--- src/rtl/mix_pkg.sv ---
package mix_pkg;
  localparam int SAMPLE_W = 16;
  localparam int SIGN_BIT = 13;
  localparam int LOW_CLR  = 5;
  localparam logic [SAMPLE_W-1:0] FIELD_MASK =
    SAMPLE_W'(((1 << (SIGN_BIT + 1)) - 1) & ~((1 << LOW_CLR) - 1));
  localparam int DAC_SHIFT = 6;
  localparam logic [SAMPLE_W-1:0] DAC_OFFSET = 16'h0080;

  typedef struct packed {
    logic emit;     // produce a sample pair this cycle
    logic dacLoad;  // load held DAC word
    logic dacSel;   // channel DAC_CH sourced from DAC word
  } mix_strobe_t;
endpackage

--- src/rtl/mix_ctrl.sv ---
module mix_ctrl
  import mix_pkg::*;
#(
  parameter int FRAC_W = 16
) (
  input  logic              clk,
  input  logic              rstN,
  input  logic              framePulse,
  input  logic [FRAC_W:0]   sampleInc,
  input  logic              dacCtrlWr,
  input  logic              dacModeIn,
  input  logic              dacDataWr,
  output mix_strobe_t       strb
);
  localparam int ACC_W = FRAC_W + 1;
  localparam logic [ACC_W:0] ONE = (ACC_W+1)'(1) << FRAC_W;

  logic [ACC_W-1:0] phaseAcc;
  logic [ACC_W:0]   phaseSum;
  logic             passOne;
  logic             dacOn;

  assign phaseSum = {1'b0, phaseAcc} + {1'b0, sampleInc};
  assign passOne  = phaseSum > ONE;

  always_ff @(posedge clk) begin
    if (!rstN) begin
      phaseAcc <= '0;
    end else if (framePulse) begin
      if (passOne) phaseAcc <= ACC_W'(phaseSum - ONE);
      else         phaseAcc <= phaseSum[ACC_W-1:0];
    end
  end

  always_ff @(posedge clk) begin
    if (!rstN)          dacOn <= 1'b0;
    else if (dacCtrlWr) dacOn <= dacModeIn;
  end

  always_comb begin
    strb         = '0;
    strb.emit    = framePulse && passOne;
    strb.dacLoad = dacDataWr && dacOn;
    strb.dacSel  = dacOn;
  end


  acc_bound_chk: assert property (@(posedge clk) disable iff (!rstN)
    {1'b0, phaseAcc} <= ONE);


  acc_hold_chk: assert property (@(posedge clk) disable iff (!rstN)
    !framePulse |=> $stable(phaseAcc));
endmodule

--- src/rtl/mix_datapath.sv ---
module mix_datapath
  import mix_pkg::*;
#(
  parameter int NUM_CH = 6,
  parameter int DAC_CH = 5
) (
  input  logic                               clk,
  input  logic                               rstN,
  input  mix_strobe_t                        strb,
  input  logic [NUM_CH-1:0][SAMPLE_W-1:0]    chanOut,
  input  logic [NUM_CH-1:0][1:0]             chanPan,
  input  logic [7:0]                         dacData,
  output logic [SAMPLE_W-1:0]                sampleLeft,
  output logic [SAMPLE_W-1:0]                sampleRight,
  output logic                               sampleValid
);
  localparam int EXT_W = SAMPLE_W - 1 - SIGN_BIT;

  logic [SAMPLE_W-1:0]              dacWord;
  logic [SAMPLE_W-1:0]              dacCalc;
  logic [NUM_CH-1:0][SAMPLE_W-1:0]  halfVal;
  logic [SAMPLE_W-1:0]              sumLeft, sumRight;

  assign dacCalc = SAMPLE_W'(({8'h00, dacData} - DAC_OFFSET) << DAC_SHIFT);

  always_ff @(posedge clk) begin
    if (!rstN)             dacWord <= '0;
    else if (strb.dacLoad) dacWord <= dacCalc;
  end

  for (genvar i = 0; i < NUM_CH; i++) begin : g_chan
    logic [SAMPLE_W-1:0] srcWord, fieldVal, extVal;
    if (i == DAC_CH) begin : g_dac
      assign srcWord = strb.dacSel ? dacWord : chanOut[i];
    end else begin : g_plain
      assign srcWord = chanOut[i];
    end
    assign fieldVal   = srcWord & FIELD_MASK;
    assign extVal     = {{EXT_W{fieldVal[SIGN_BIT]}}, fieldVal[SIGN_BIT:0]};
    assign halfVal[i] = extVal >> 1;
  end

  always_comb begin
    sumLeft  = '0;
    sumRight = '0;
    for (int i = 0; i < NUM_CH; i++) begin
      if (chanPan[i][1]) sumLeft  = sumLeft  + halfVal[i];
      if (chanPan[i][0]) sumRight = sumRight + halfVal[i];
    end
  end

  always_ff @(posedge clk) begin
    if (!rstN) begin
      sampleLeft  <= '0;
      sampleRight <= '0;
      sampleValid <= 1'b0;
    end else begin
      sampleValid <= strb.emit;
      if (strb.emit) begin
        sampleLeft  <= sumLeft;
        sampleRight <= sumRight;
      end
    end
  end


  dac_low_chk: assert property (@(posedge clk) disable iff (!rstN)
    dacWord[DAC_SHIFT-1:0] == '0);


  dac_keep_chk: assert property (@(posedge clk) disable iff (!rstN)
    !strb.dacLoad |=> $stable(dacWord));


  out_hold_chk: assert property (@(posedge clk) disable iff (!rstN)
    !strb.emit |=> ($stable(sampleLeft) && $stable(sampleRight)));
endmodule

--- src/rtl/stereo_mix.sv ---
module stereo_mix
  import mix_pkg::*;
#(
  parameter int NUM_CH = 6,
  parameter int DAC_CH = 5,
  parameter int FRAC_W = 16
) (
  input  logic                             clk,
  input  logic                             rstN,
  input  logic [NUM_CH-1:0][SAMPLE_W-1:0]  chanOut,
  input  logic [NUM_CH-1:0][1:0]           chanPan,
  input  logic                             dacCtrlWr,
  input  logic                             dacModeIn,
  input  logic                             dacDataWr,
  input  logic [7:0]                       dacData,
  input  logic                             framePulse,
  input  logic [FRAC_W:0]                  sampleInc,
  output logic [SAMPLE_W-1:0]              sampleLeft,
  output logic [SAMPLE_W-1:0]              sampleRight,
  output logic                             sampleValid
);
  mix_strobe_t strb;

  mix_ctrl #(.FRAC_W(FRAC_W)) u_ctrl (
    .clk(clk), .rstN(rstN), .framePulse(framePulse), .sampleInc(sampleInc),
    .dacCtrlWr(dacCtrlWr), .dacModeIn(dacModeIn), .dacDataWr(dacDataWr),
    .strb(strb)
  );

  mix_datapath #(.NUM_CH(NUM_CH), .DAC_CH(DAC_CH)) u_dp (
    .clk(clk), .rstN(rstN), .strb(strb), .chanOut(chanOut), .chanPan(chanPan),
    .dacData(dacData), .sampleLeft(sampleLeft), .sampleRight(sampleRight),
    .sampleValid(sampleValid)
  );


  valid_src_chk: assert property (@(posedge clk) disable iff (!rstN)
    sampleValid |-> $past(framePulse));


  valid_single_chk: assert property (@(posedge clk) disable iff (!rstN)
    sampleValid |=> !sampleValid || $past(framePulse));
endmodule

--- config.mk ---
export PLATFORM = sky130hd
export DESIGN_NAME = stereo_mix
export DESIGN_NICKNAME = d
export VERILOG_FILES = /design/src/rtl/mix_pkg.sv /design/src/rtl/mix_ctrl.sv /design/src/rtl/mix_datapath.sv /design/src/rtl/stereo_mix.sv
export SDC_FILE = /design/constraint.sdc
export NUM_CORES = 1
export LEC_CHECK = 0
export BUFFER_PORTS_ARGS = -buffer_cell sky130_fd_sc_hd__buf_2
export CORE_UTILIZATION = 40
export DETAILED_ROUTE_END_ITERATION = 6
export SYNTH_ARGS = -nofsm -noshare
export SYNTH_HDL_FRONTEND = slang
export SYNTH_HIERARCHICAL = 1
export SYNTH_SLANG_ARGS = --single-unit
export TNS_END_PERCENT = 1
--- constraint.sdc ---
create_clock -name clk -period 6.4 [get_ports clk]
set_input_delay 0.32 -clock clk [delete_from_list [all_inputs] [get_ports clk]]
set_output_delay 0.32 -clock clk [all_outputs]
set_load 0.05 [all_outputs]
==> flow_metrics.tcl <==
set metrics [dict create \
    outcome "complete, but fails checks" \
    violations "setup timing" \
    grt_pass1_wl_mm 41.6 \
    antenna_left 0 \
    ys_warn_count 6 \
    h-tree-depth 2 \
    routed_wl_mm 26.4 \
    holdWs_ps 192 \
    avgSynthCellArea_um2 7.58 \
    yosysTopAreaCell "ha_1" \
    wl_per_cell_um 14.9 \
    cp_num_buf_inv 5 \
    numCtsBuffers 5 \
    r2r_end "u_dp/sampleRight[11]" \
    fin_crit_ps 6610 \
    worstReg2RegStart "u_ctrl/phaseAcc[0]" \
    vias 9521 \
    clock_skew_ps 8.44 \
    syn_area_um2 8960 \
    grt_overflow 0 \
    die_area_um2 23000 \
    worst_slew_pin_slew_ps 663 \
    cap_violations 0 \
    crit_path_start "chanOut[5]" \
    setup_viol 2 \
    crit_cells 37 \
    cts_root_buffer "clkbuf_16" \
    synthTopCellsByArea "ha_1 17%, dfxtp_1 11%, xnor2_1 5.9%, a21oi_1 4.6%, nor2_1 4.5%" \
    synth_top_area_share 0.169 \
    clock.fmax_ghz 0.151 \
    final_cell_mix "225 x buf_4, 121 x buf_2, 104 x nor2_1" \
    antenna_found_initial 1 \
    setup_ws_ps -207 \
    endpoint "u_dp/sampleLeft[15]" \
    rr_worst_depth 14 \
    crit_type "input pin to register" \
    area_growth_pct 35.5 \
    hold_viol 0 \
    hp-class "input pin to register" \
    port_buffers 121 \
    leakagePower_nw 5.62 \
    fin_cells 1770 \
    slew_headroom 0.558 \
    slew_viol_final 0 \
    cts_buffer_depth 2 \
    final_layout_size_suffix_gt1_frac 0.337 \
    coreArea_um2 21900 \
    drcViolationCount 0 \
    async_reset_ff_frac 0 \
    cp_max_fo 4 \
    drt_iter0_markers 338 \
    ir_worst_vdd_mv 0.155 \
    synth_ff_type "dfxtp_1" \
    cts_tree "done" \
    slowest_stage "a221o_1" \
    synth_edf_count 0 \
    num_rows 54 \
    endpoint_kind "register" \
    die_w_um 152 \
    period_share 1.03 \
    clkTransAtPathRegs_ps 70 \
    dpl.cell_count 1740 \
    place_congestion 0.876 \
    power.density_nw_per_um2 297 \
    crit_family "simple AND/OR/NAND/NOR gates" \
    grt_usage 0.227 \
    start_kind "input pin" \
    clk_latency_ps 300 \
    hpwl_mm 21.4 \
    ys_types 82 \
    fin_total_pwr_mw 3.61 \
    num-fill-cells 2149 \
    rsz0062_at_grt "yes" \
    final_common_cell "buf_4" \
    grt_pass1_vias 9006 \
    ys_seq_area_frac 0.114 \
    vias_per_cell 5.38 \
    cpMostUsedCell "xnor2_1" \
    cpPeakStageDelay_ps 400 \
    syn_inst 1181 \
    ioPinCount 172 \
    drtPass1Iterations 6 \
    synth_seq_cells 51 \
    die_h_um 152 \
    worst_ep_arrival_time_ps 6820 \
    grt_max_degree 47 \
    cp.required_ps 6610 \
    reg2reg_slack_ps 2690 \
    clock-sinks 51 \
    fin_nets 1759 \
    initial_utilization 0.409 \
]
==> metrics by stage <==
stage | util | cell area, µm² | TNS, ps | setup slack (ps)
2_1_floorplan | - | 9200 | -25.4 | -25.4
3_3_place_gp | 0.522 | 11400 | -1810 | -442
3_5_place_dp | 0.522 | 11400 | -2310 | -540
4_1_cts | 0.537 | 11800 | -284 | -146
5_1_grt | 0.555 | 12100 | -2380 | -494
6_report | 0.555 | 12100 | -240 | -207
==> worst reg2reg max path, delay by kind of cell, from the launching register on <==
| kind | cells | cell delay, ps |
|---|---|---|
| flops | 1 | 320 |
| mux | 1 | 120 |
| fa+ha+maj | 2 | 690 |
| compound gates | 5 | 970 |
| buf+inv | 1 | 250 |
| simple gates | 5 | 1260 |
==> synth_stat cells, types with 34 or more instances <==
| master | number |
|---|---|
| dfxtp_1 | 51 |
| mux2i_1 | 34 |
| a21oi_1 | 83 |
| nand2_1 | 87 |
| clkbuf_1 | 37 |
| inv_1 | 61 |
| ha_1 | 121 |
| o21ai_0 | 61 |
| nor3_1 | 40 |
| xnor2_1 | 60 |
| nand3_1 | 36 |
| nor2_1 | 107 |
==> cell type report <==
cell class	count	area, µm²	area share
Antenna cell	1	2.50	0.000206
Clock buffer	5	125	0.0103
Clock inverter	3	47.5	0.00392
Inverter	63	236	0.0195
Multi-Input combinational cell	1021	8060	0.664
Sequential cell	51	1020	0.0841
Tap cell	280	350	0.0289
Timing Repair Buffer	346	2290	0.189
==> worst min-delay path by stage <==
stage                                   start                  end  slack [ps]  cells after the start
after global routing               dacData[7]     u_dp/dacWord[13]         180                      2
final                              dacData[7]     u_dp/dacWord[13]         190                      2
after CTS                          dacData[7]     u_dp/dacWord[13]         180                      2
after detailed placement  u_dp/sampleRight[6]  u_dp/sampleRight[6]         460                      2
after floorplan                    dacData[7]     u_dp/dacWord[13]         420                      1
after global placement    u_dp/sampleRight[6]  u_dp/sampleRight[6]         460                      2
==> power by group <==
group	switching (mW)	internal [mW]	total (mW)
clock network	0.130	0.187	0.317
logic	1.41	1.48	2.90
registers	0.0268	0.367	0.394
total	1.57	2.04	3.61
==> kinds of logic (layout without fill, tap and decap cells) <==
family,count (synthesis),count (layout),synth area share
simple gates,389,389,0.212
mux,67,67,0.0795
compound gates,336,336,0.259
buf+inv,116,417,0.0541
flops,51,51,0.114
other cells,1,9,0.000419
fa+ha+maj,132,132,0.194
xor+xnor,89,89,0.0870
==> per-layer routing <==
metal	global-route usage	routed length (µm)
met5	0	0
met4	0.0460	330
met3	0.0216	549
met2	0.420	13300
met1	0.282	12200
==> flip-flops by register name (all words and copies together) (netlist names) <==
| name | flops |
|---|---|
| u_ctrl/dacOn | 1 |
| u_dp/sampleRight | 12 |
| u_dp/sampleLeft | 12 |
| u_ctrl/phaseAcc | 17 |
| u_dp/sampleValid | 1 |
| u_dp/dacWord | 8 |
==> repair_timing <==
| item | 4_1_cts | 5_1_grt |
|---|---|---|
| setup endpoints to repair | 3 | 10 |
| hold buffers | 0 | 0 |
| gates resized for setup | 16 | 65 |
| setup buffers | 9 | 12 |
| gates cloned | 0 | 0 |
| pin swaps | 22 | 43 |
(Power assumes the default switching activity.)
